===== src/rtl/cs_sel_pkg.sv =====
package cs_sel_pkg;
  localparam int CTL_W    = 32;
  localparam int MODE_BIT = 0;
  localparam int LVL_BIT  = 1;
  localparam int TGT_LSB  = 8;
  localparam int TGT_W    = 2;
  localparam int MAX_CS   = 1 << TGT_W;

  localparam logic [CTL_W-1:0] CTL_MASK  = 32'h0000_0303;
  localparam logic [CTL_W-1:0] CTL_RESET = 32'h0000_0002;

  typedef struct packed {
    logic             sw_mode;
    logic             level;
    logic [TGT_W-1:0] target;
  } ctl_fields_t;

  function automatic logic [CTL_W-1:0] ctl_keep(input logic [CTL_W-1:0] w);
    return w & CTL_MASK;
  endfunction

  function automatic ctl_fields_t ctl_split(input logic [CTL_W-1:0] w);
    ctl_fields_t f;
    f.sw_mode = w[MODE_BIT];
    f.level   = w[LVL_BIT];
    f.target  = w[TGT_LSB +: TGT_W];
    return f;
  endfunction

  function automatic logic pick_level(input logic sw_mode, input logic level,
                                      input logic frame_n);
    return sw_mode ? level : frame_n;
  endfunction
endpackage


===== src/rtl/cs_ctl_reg.sv =====
module cs_ctl_reg
  import cs_sel_pkg::*;
(
  input  logic             clk,
  input  logic             rst_n,
  input  logic             wr_en,
  input  logic [CTL_W-1:0] wr_data,
  output logic [CTL_W-1:0] ctl_word,
  output ctl_fields_t      ctl_f
);
  logic [CTL_W-1:0] word_q;

  always_ff @(posedge clk or negedge rst_n) begin
    if (!rst_n)     word_q <= CTL_RESET;
    else if (wr_en) word_q <= ctl_keep(wr_data);
  end

  assign ctl_word = word_q;
  assign ctl_f    = ctl_split(word_q);
endmodule


===== src/rtl/cs_sel_pipe.sv =====
module cs_sel_pipe #(
  parameter int W      = 2,
  parameter int STAGES = 2
) (
  input  logic         clk,
  input  logic         rst_n,
  input  logic [W-1:0] din,
  output logic [W-1:0] dout
);
  logic [W-1:0] stage_q [STAGES];

  for (genvar s = 0; s < STAGES; s++) begin : g_stage
    if (s == 0) begin : g_first
      always_ff @(posedge clk or negedge rst_n) begin
        if (!rst_n) stage_q[s] <= '0;
        else        stage_q[s] <= din;
      end
    end else begin : g_next
      always_ff @(posedge clk or negedge rst_n) begin
        if (!rst_n) stage_q[s] <= '0;
        else        stage_q[s] <= stage_q[s-1];
      end
    end
  end

  assign dout = stage_q[STAGES-1];
endmodule


===== src/rtl/cs_out_mux.sv =====
module cs_out_mux #(
  parameter int NUM_CS = 4,
  parameter int SEL_W  = 2
) (
  input  logic [SEL_W-1:0]  sel,
  input  logic              level,
  output logic [NUM_CS-1:0] cs_n
);
  for (genvar i = 0; i < NUM_CS; i++) begin : g_line
    assign cs_n[i] = (sel == SEL_W'(i)) ? level : 1'b1;
  end
endmodule


===== src/rtl/cs_fanout_ctrl.sv =====
module cs_fanout_ctrl
  import cs_sel_pkg::*;
#(
  parameter int NUM_CS      = 4,
  parameter int SYNC_STAGES = 2
) (
  input  logic              clk,
  input  logic              rst_n,
  input  logic              wr_en,
  input  logic [31:0]       wr_data,
  output logic [31:0]       rd_data,
  input  logic              frame_n,
  output logic [NUM_CS-1:0] cs_n
);
  localparam int SEL_W = TGT_W;

  ctl_fields_t      ctl_f;
  logic [CTL_W-1:0] ctl_word;
  logic [SEL_W-1:0] sel_eff;
  logic             drive_level;
  logic             sel_pending;

  cs_ctl_reg u_reg (
    .clk      (clk),
    .rst_n    (rst_n),
    .wr_en    (wr_en),
    .wr_data  (wr_data),
    .ctl_word (ctl_word),
    .ctl_f    (ctl_f)
  );

  cs_sel_pipe #(.W(SEL_W), .STAGES(SYNC_STAGES)) u_pipe (
    .clk   (clk),
    .rst_n (rst_n),
    .din   (ctl_f.target),
    .dout  (sel_eff)
  );

  assign drive_level = pick_level(ctl_f.sw_mode, ctl_f.level, frame_n);
  assign sel_pending = (sel_eff != ctl_f.target);

  cs_out_mux #(.NUM_CS(NUM_CS), .SEL_W(SEL_W)) u_mux (
    .sel   (sel_eff),
    .level (drive_level),
    .cs_n  (cs_n)
  );

  assign rd_data = ctl_word;
endmodule


===== config.mk =====
export PLATFORM = sky130hd
export DESIGN_NAME = cs_fanout_ctrl
export DESIGN_NICKNAME = d
export VERILOG_FILES = /design/src/rtl/cs_sel_pkg.sv /design/src/rtl/cs_ctl_reg.sv /design/src/rtl/cs_sel_pipe.sv /design/src/rtl/cs_out_mux.sv /design/src/rtl/cs_fanout_ctrl.sv
export SDC_FILE = /design/constraint.sdc
export NUM_CORES = 1
export LEC_CHECK = 0
export BUFFER_PORTS_ARGS = -buffer_cell sky130_fd_sc_hd__buf_2
export CORE_MARGIN = 2
export CORE_UTILIZATION = 31
export DETAILED_ROUTE_END_ITERATION = 6
export GPL_TIMING_DRIVEN = 1
export PLACE_DENSITY_LB_ADDON = 0.05
export SLEW_MARGIN = 20
export SYNTH_ARGS = -nofsm -noshare
export SYNTH_HDL_FRONTEND = slang
export SYNTH_SLANG_ARGS = --single-unit

===== constraint.sdc =====
create_clock -name clk -period 1.7 [get_ports clk]
set_input_delay 0.255 -clock clk [delete_from_list [all_inputs] [get_ports clk]]
set_output_delay 0.255 -clock clk [all_outputs]
set_load 0.03 [all_outputs]

==> summary.md <==
| Metric | Value |
|---|---|
| Outcome | finished, final reports clean |
| Ant. Diodes | 0 |
| Cells after synthesis | 47 |
| R2R Path Start | u_reg.ctl_word[0] |
| CP startpoint kind | flip-flop |
| Num ports | just over 70 |
| Cell Count, Final, Fillers Out | 82 |
| CTS sink count | 8 |
| LEAKAGE | between 0.2 and 0.3 nW |
| Worst skew pair latency | ~250 ps |
| Buffers on Ports | 15 |
| Max IR drop VDD | between 300 and 400 µV |
| Setup TNS | 0 ps |
| First-pass GRT wire length | around 850 µm |
| Layout Skew | roughly 7.3 ps |
| H-tree Lvls | 1 |
| CTS resizes | 0 |
| Initial antenna violation count | 0 |
| CTS Buf Count | 3 |
| # nets final | 103 |
| DP Area | 488 µm² |
| Worst Path Class, Setup | reg -> out |
| Crit path required time | between 1000 and 1500 ps |
| Vias in the first global route | roughly 200 |
| Syn Area/Cell | between 10 and 15 µm² |
| #FFs+latches synth | 8 |
| Total power | ~550 µW |
| Fill cell count | 167 |
| CTS Root Cell | clkbuf_4 |
| Critical Path Fanout Max | 4 |
| Largest net degree at the start of global routing | 9 |
| Die Y-Extent | approximately 44 µm |
| Hold path depth | 2 |
| Final Cell Area | approximately 520 µm² |
| RSZ-0062 raised after global routing | no |
| Yosys warns | 0 |
| Total grt overflow | 0 |
| Total die area | between 0.0015 and 0.002 mm² |
| Routed WL | 591 µm |
| Most common cell after layout, fill and taps aside | conb_1 |
| RR Endpoint | u_reg.ctl_word[0] |
| Vias | 277 |
| Arrival time at the worst endpoint | 1220 ps |
| CTS tree | built |
| Synth-to-Final Area Change | 4.49% |
| Synthesized cell area | 502 µm² |
| Reg clk slew, reported paths | ~60 ps |
| Hold EP | u_reg.ctl_word[8] |
| Critical Path Start | u_reg.ctl_word[0] |
| Die W | ~44 µm |
| Unique masters post-synth | 10 |
| Core region area | roughly 0.0015 mm² |
| Crit path time final | between 1000 and 1500 ps |
| First drt pass iteration count | 2 |
| Sequential share of the synthesized area | 0.401 |
| Worst R2R Path Depth | 1 |
| Final HPWL DP | 512 µm |
| Final Hold Fails | 0 |
| Final GP Congestion | 0.604 |
| Placed Cells incl. Taps | 77 |
| Max-slew violations | 0 |
| Class of the worst hold path | in -> reg |
| Worst hold start | wr_data[8] |
| CP endpoint kind | primary output |
| Clock Path Buffers | 2 |
| R2R Setup Slk | approximately 910 ps |
| Routed len/inst | a little over 7 µm |
| 1st-iter DRT viols | 1 |
| Final Setup Violations | 0 |
| # Max-Cap Violations | 0 |
| Fmax | approximately 0.68 GHz |
| Row cnt | 14 |
| ANT nets after route | 0 |
| Final critical-path share of the clock period | 0.866 |
| Pwr Density | ~1000 mW/mm² |
| All-Layer GR Usage | 0.0637 |
| Layout cells sized above 1 | 0.364 |
| Most frequent cells in the layout | conb_1 (28), buf_2 (15), dfrtp_1 (7), mux2_2 (4), clkbuf_4 (3) |
| Drt drc | 0 |
| Initial Util | 0.333 |
| Via-per-instance ratio | 3.38 |
==> power breakdown <==
| part | total (mW) | internal [mW] | switching (mW) |
|---|---|---|---|
| clock network | 0.153 | 0.0897 | 0.0633 |
| registers | 0.224 | 0.212 | 0.0127 |
| logic | 0.172 | 0.0348 | 0.138 |
==> logic make-up after synthesis <==
group                  after synthesis  share of synthesized area
buffers and inverters               28                      0.419
DFF                                  8                      0.402
muxes                                5                      0.117
and+or+nand+nor                      5                     0.0548
other                                1                    0.00747
==> area by class of cell <==
cell class,instances,area [µm²],area share
multi-input combinational,38,191,0.365
timing repair buffer,16,85.1,0.162
clock buffer,4,26.3,0.0501
sequential,8,201,0.384
tap,16,20.0,0.0382
==> cells in the mapped netlist (all sizes together) <==
master | count | area share
buf | 28 | 0.42
dfrtp | 7 | 0.35
mux2 | 4 | 0.090
nand3b | 2 | 0.030
conb | 1 | 0.0075
dfstp | 1 | 0.052
mux2i | 1 | 0.027
nand2 | 1 | 0.0075
nand3 | 1 | 0.010
nor2 | 1 | 0.0075
==> sequential cells by signal, indices dropped and copies added, names as in the netlist <==
| name | count |
|---|---|
| u_pipe.dout | 2 |
| u_pipe.stage_q | 2 |
| u_reg.ctl_word | 4 |
==> worst max-delay path, stage by stage, from the launching register on <==
cell,delay [ps]
dfrtp_1,380
mux2i_2,310
nand3_1,100
buf_2,180
==> how the worst max path moves through the flow <==
| stage | to |
|---|---|
| finish | cs_n[3] |
| global route | cs_n[3] |
| CTS | cs_n[1] |
| detailed placement | cs_n[3] |
| global placement | cs_n[3] |
| floorplan | cs_n[1] |
==> repair_timing <==
action                    in CTS  in global routing
hold buffers                   1                  0
hold endpoints to repair       7                  0
setup buffers                  0                  0
==> per-stage QoR <==
step	utilization	setup WS, ps	hold WS, ps
floorplan	-	316	-40.6
global placement	0.324	466	108
detailed placement	0.324	480	105
CTS	0.348	207	220
global route	0.348	127	222
finish	0.348	228	231
==> layer usage <==
metal	up-vias	routed length, µm	track usage
li1	132	-	-
met1	120	217	0.0738
met2	25	277	0.0794
met3	0	96	0.0286
met4	0	0	0.0727
met5	-	0	0
(Power assumes the default switching activity.)
